### src/rtl/priv_trap_pkg.sv
package priv_trap_pkg;

    localparam int CLS_W  = 3;
    localparam int PRIV_W = 2;

    typedef enum logic [CLS_W-1:0] {
        CLS_NONE     = 3'd0,
        CLS_WFI      = 3'd1,
        CLS_SFENCE   = 3'd2,
        CLS_HFENCE_V = 3'd3,
        CLS_HFENCE_G = 3'd4
    } ins_cls_e;

    typedef enum logic [PRIV_W-1:0] {
        LVL_U    = 2'd0,
        LVL_S    = 2'd1,
        LVL_RSVD = 2'd2,
        LVL_M    = 2'd3
    } lvl_e;

    typedef enum logic [1:0] {
        VD_NONE    = 2'd0,
        VD_ALLOW   = 2'd1,
        VD_ILLEGAL = 2'd2,
        VD_VIRTUAL = 2'd3
    } verdict_e;

    typedef struct packed {
        logic allow;
        logic illegal;
        logic virtual_f;
        logic halt;
        logic flush;
    } decision_t;

    function automatic logic cls_valid(input logic [CLS_W-1:0] c);
        return (c >= CLS_WFI) && (c <= CLS_HFENCE_G);
    endfunction

    // Illegal first, then virtual, otherwise allowed.
    function automatic verdict_e pick(input logic ill, input logic vrt);
        if (ill)      return VD_ILLEGAL;
        else if (vrt) return VD_VIRTUAL;
        else          return VD_ALLOW;
    endfunction

endpackage

### src/rtl/ptd_wfi_rule.sv
module ptd_wfi_rule
    import priv_trap_pkg::*;
(
    input  logic [PRIV_W-1:0] priv,
    input  logic              virt,
    input  logic              has_s,
    input  logic              tw_m,
    input  logic              tw_h,
    output verdict_e          verdict
);
    logic at_u, at_s, ill, vrt;

    always_comb begin
        at_u = (priv == LVL_U);
        at_s = (priv == LVL_S);
        ill  = (tw_m && (at_s || (at_u && !has_s))) || (has_s && at_u && !virt);
        vrt  = virt && (at_u || (at_s && tw_h));
        verdict = pick(ill, vrt);
    end
endmodule

### src/rtl/ptd_sfence_rule.sv
module ptd_sfence_rule
    import priv_trap_pkg::*;
(
    input  logic [PRIV_W-1:0] priv,
    input  logic              virt,
    input  logic              has_h,
    input  logic              tvm_m,
    input  logic              tvm_h,
    output verdict_e          verdict
);
    logic ill, vrt;

    always_comb begin
        ill = (priv == LVL_U) || ((priv == LVL_S) && tvm_m);
        vrt = has_h && virt && tvm_h;
        verdict = pick(ill, vrt);
    end
endmodule

### src/rtl/ptd_hfence_rule.sv
module ptd_hfence_rule
    import priv_trap_pkg::*;
#(
    parameter bit GUEST_PHYS = 1'b0
) (
    input  logic [PRIV_W-1:0] priv,
    input  logic              virt,
    input  logic              tvm_m,
    output verdict_e          verdict
);
    logic at_s, tvm_gate, pre_ill, vrt, permitted;

    always_comb begin
        at_s      = (priv == LVL_S);
        tvm_gate  = GUEST_PHYS ? tvm_m : 1'b0;
        pre_ill   = at_s && !virt && tvm_gate;
        vrt       = at_s && virt;
        permitted = (priv == LVL_M) || (at_s && !virt);
        if (pre_ill)        verdict = VD_ILLEGAL;
        else if (vrt)       verdict = VD_VIRTUAL;
        else if (permitted) verdict = VD_ALLOW;
        else                verdict = VD_ILLEGAL;
    end
endmodule

### src/rtl/priv_trap_decide.sv
module priv_trap_decide
    import priv_trap_pkg::*;
(
    input  logic [2:0] ins_cls,
    input  logic [1:0] priv,
    input  logic       virt,
    input  logic       has_s,
    input  logic       has_h,
    input  logic       tw_m,
    input  logic       tvm_m,
    input  logic       tw_h,
    input  logic       tvm_h,
    output logic       allow,
    output logic       trap_illegal,
    output logic       trap_virtual,
    output logic       halt_req,
    output logic       flush_req
);
    localparam int N_HF = 2;

    verdict_e  vd_wfi, vd_sf, vd_sel;
    verdict_e  vd_hf [N_HF];
    decision_t dec;

    ptd_wfi_rule u_wfi (
        .priv(priv), .virt(virt), .has_s(has_s),
        .tw_m(tw_m), .tw_h(tw_h), .verdict(vd_wfi)
    );

    ptd_sfence_rule u_sf (
        .priv(priv), .virt(virt), .has_h(has_h),
        .tvm_m(tvm_m), .tvm_h(tvm_h), .verdict(vd_sf)
    );

    for (genvar g = 0; g < N_HF; g++) begin : g_hf
        ptd_hfence_rule #(.GUEST_PHYS(g == 1)) u_hf (
            .priv(priv), .virt(virt), .tvm_m(tvm_m), .verdict(vd_hf[g])
        );
    end

    always_comb begin
        case (ins_cls)
            CLS_WFI:      vd_sel = vd_wfi;
            CLS_SFENCE:   vd_sel = vd_sf;
            CLS_HFENCE_V: vd_sel = vd_hf[0];
            CLS_HFENCE_G: vd_sel = vd_hf[1];
            default:      vd_sel = VD_NONE;
        endcase
        if (cls_valid(ins_cls) && priv == LVL_RSVD)
            vd_sel = VD_ILLEGAL;

        dec           = '0;
        dec.allow     = (vd_sel == VD_ALLOW);
        dec.illegal   = (vd_sel == VD_ILLEGAL);
        dec.virtual_f = (vd_sel == VD_VIRTUAL);
        dec.halt      = dec.allow && (ins_cls == CLS_WFI);
        dec.flush     = dec.allow && (ins_cls != CLS_WFI);
    end

    assign allow        = dec.allow;
    assign trap_illegal = dec.illegal;
    assign trap_virtual = dec.virtual_f;
    assign halt_req     = dec.halt;
    assign flush_req    = dec.flush;
endmodule

### config.mk
export PLATFORM = sky130hd
export DESIGN_NAME = priv_trap_decide
export DESIGN_NICKNAME = d
export VERILOG_FILES = /design/src/rtl/priv_trap_pkg.sv /design/src/rtl/ptd_wfi_rule.sv /design/src/rtl/ptd_sfence_rule.sv /design/src/rtl/ptd_hfence_rule.sv /design/src/rtl/priv_trap_decide.sv
export SDC_FILE = /design/constraint.sdc
export NUM_CORES = 1
export LEC_CHECK = 0
export ABC_AREA = 1
export BUFFER_PORTS_ARGS = -buffer_cell sky130_fd_sc_hd__buf_4
export CORE_AREA = 2 2 39 41
export DETAILED_ROUTE_END_ITERATION = 6
export DIE_AREA = 0 0 41 43
export PLACE_DENSITY_LB_ADDON = 0.3
export SLEW_MARGIN = 40
export SYNTH_ARGS = -nofsm -noshare
export SYNTH_HDL_FRONTEND = slang
export SYNTH_HIERARCHICAL = 1
export SYNTH_SLANG_ARGS = --single-unit
### constraint.sdc
create_clock -name vclk -period 1.09
set_input_delay 0.0545 -clock vclk [all_inputs]
set_output_delay 0.0545 -clock vclk [all_outputs]
set_load 0.02 [all_outputs]
==> impl_metrics.tcl <==
set metrics [dict create \
    run_status "completed" \
    io_buffers 17 \
    postLayoutCoreUtil_pct 40.0 \
    firstDrtPassIters 4 \
    cell_type_contributing_the_most_total_cell_area_after_synthesis "sky130_fd_sc_hd__nand3_1" \
    timing.final.crit_share_pct 98.1 \
    cpMaxStageDelayCell "sky130_fd_sc_hd__nor2_1" \
    via_count_of_the_first_global_routing_pass 323 \
    synth.area.top_cells "sky130_fd_sc_hd__nand3_1 (16%), sky130_fd_sc_hd__inv_1 (14%), sky130_fd_sc_hd__nand2_1 (13%)" \
    post_dp_cell_area_um2 468 \
    cellLeakagePower_uw 0.000308 \
    number_of_nets_in_the_layout 96 \
    nFlopsAndLatches 0 \
    hold_ws_ps 532 \
    fp.dieH_um 43 \
    ys_seq_area_share_pct 0 \
    maxSlewViolCount 0 \
    drive_above_1_share_pct 54.9 \
    antenna_cells_inserted 0 \
    worstSetupStartpoint "ins_cls[1]" \
    ant_nets 0 \
    place_congestion 0.763 \
    post_drt_wl_per_cell_um 7.89 \
    max_clock_freq_mhz 935 \
    ioPinCount 17 \
    startpoint_of_the_lowest_slack_hold_path "ins_cls[0]" \
    mean_cell_area_of_the_mapped_netlist_um2 4.95 \
    floorplan.core_area_um2 1380 \
    critical_path_arrival_ps 1020 \
    seq_area_um2 0 \
    fp.dieArea_um2 1760 \
    yosysWarningCount 6 \
    postCtsHoldBufs 0 \
    postSynthCellCount 64 \
    final_period_minus_worst_setup_slack_ps 1070 \
    timing.setup.tns_ps 0 \
    row_count 14 \
    first_pass_grt_wire_length_mm 1.23 \
    max-cap-violations 0 \
    antenna_found_initial 0 \
    drc 0 \
    hpwl_dp_um 636 \
    worstPathCellList "buf_4, nor2_1, nand3_1, nand2_1, inv_2, nand2_4, nand3_4, nor2_4, buf_6" \
    layout_clock_buffer_count 0 \
    chipWidth_um 41 \
    critical_path_required_ps 1040 \
    finalInstanceArea_um2 553 \
    routed_via_density 4.16 \
    totalWireLength_um 773 \
    grt_max_degree 8 \
    track_usage_pct 9.29 \
    synth_cell_type_count 16 \
    drt_first_iter_violations 3 \
    grt.overflow.total 0 \
    setup.worst_path.end_class "output port" \
    vias 408 \
    max_stage_delay_ps 200 \
    worst_path_dominant_cell_family "simple AND/OR/NAND/NOR gates" \
    worst-path-buf-inv 3 \
    net_count_after_synthesis 76 \
    start_util_pct 22.9 \
    area_added_between_synthesis_and_finish_pct 74.7 \
    rsz_0062_raised_after_global_routing "true" \
    startpoint_type "input port" \
    syn-cell-area_um2 317 \
    ir_worst_vdd_mv 0.162 \
    remaining_max_slew_budget_at_the_tightest_pin_pct 85.6 \
    power_per_cell_area_nw_per_um2 417 \
    finalSetupViolCount 0 \
    critical_path_class "input port to output port" \
    yosys.area.top_type_share_pct 15.8 \
    worst-slew-pin-transition_ps 215 \
    hp-class "input port to output port" \
    crit_path_max_fanout 6 \
    hold_violations 0 \
]
## report_power, final
| part | switching (uW) | internal (uW) | total [uW] |
|---|---|---|---|
| Sequential | 0 | 0 | 0 |
| Combinational | 124 | 107 | 230 |
| Clock | 0 | 0 | 0 |
## logic make-up (layout without fill, tap and decap cells)
| kind of cell | after synthesis | in the layout | synth area share [%] |
|---|---|---|---|
| simple gates | 44 | 44 | 73.1 |
| buf+inv | 17 | 35 | 20.2 |
| compound gates | 2 | 2 | 3.95 |
| xor+xnor | 1 | 1 | 2.77 |
## cells in the mapped netlist
cell and count:
sky130_fd_sc_hd__nand2_4 1, sky130_fd_sc_hd__nor3_1 1, sky130_fd_sc_hd__nor2_1 8, sky130_fd_sc_hd__nand2_2 6, sky130_fd_sc_hd__xor2_1 1, sky130_fd_sc_hd__nand2_1 11
sky130_fd_sc_hd__o21ai_1 1, sky130_fd_sc_hd__inv_1 12, sky130_fd_sc_hd__a21boi_0 1, sky130_fd_sc_hd__nand3_2 2, sky130_fd_sc_hd__nand3_1 10, sky130_fd_sc_hd__nand4_1 2
sky130_fd_sc_hd__nor2_4 1, sky130_fd_sc_hd__inv_2 4, sky130_fd_sc_hd__clkbuf_1 1, sky130_fd_sc_hd__nor2_2 2
## cells in the final DEF (no fill, tap or decap), drive strengths merged
cell type / instances
buf: 19
nand2: 18
inv: 16
nand3: 12
nor2: 11
nand4: 2
xor2: 1
nor3: 1
o21ai: 1
a21boi: 1
## cell type report
class                      instances  area, um2
inverter                          16       65.1
tap                               16       20.0
multi-input combinational         47        298
timing repair buffer              19        170
fill                             151        831
## per-layer routing
metal / GRT usage (%) / part of all wire, % / vias up
met5: 0 / 0 / -
met1: 13.3 / 45 / 166
met3: 0 / 6.1 / 0
met4: 0 / 0 / 0
li1: - / - / 232
met2: 15.9 / 49 / 10
## metrics by stage
step | instances | power (uW) | setup WS, ps
after floorplan | 64 | 109 | 139
after global placement | 97 | 192 | 16.6
after detailed placement | 97 | 193 | 2.31
after CTS | 97 | 195 | 0.899
after global routing | 98 | 253 | -68.2
final | 98 | 230 | 20.4
## timing repair
item	4_1_cts	5_1_grt
setup endpoints to repair	1	5
setup buffers	0	1
pin swaps	3	9
gates resized for setup	1	22
## final timing paths
path / endpoint / slack, ps / cells past startpoint
worst min-delay path: halt_req / 530 / 4
worst max-delay path: halt_req / 20 / 9
Power figures use the tool's default switching activity.
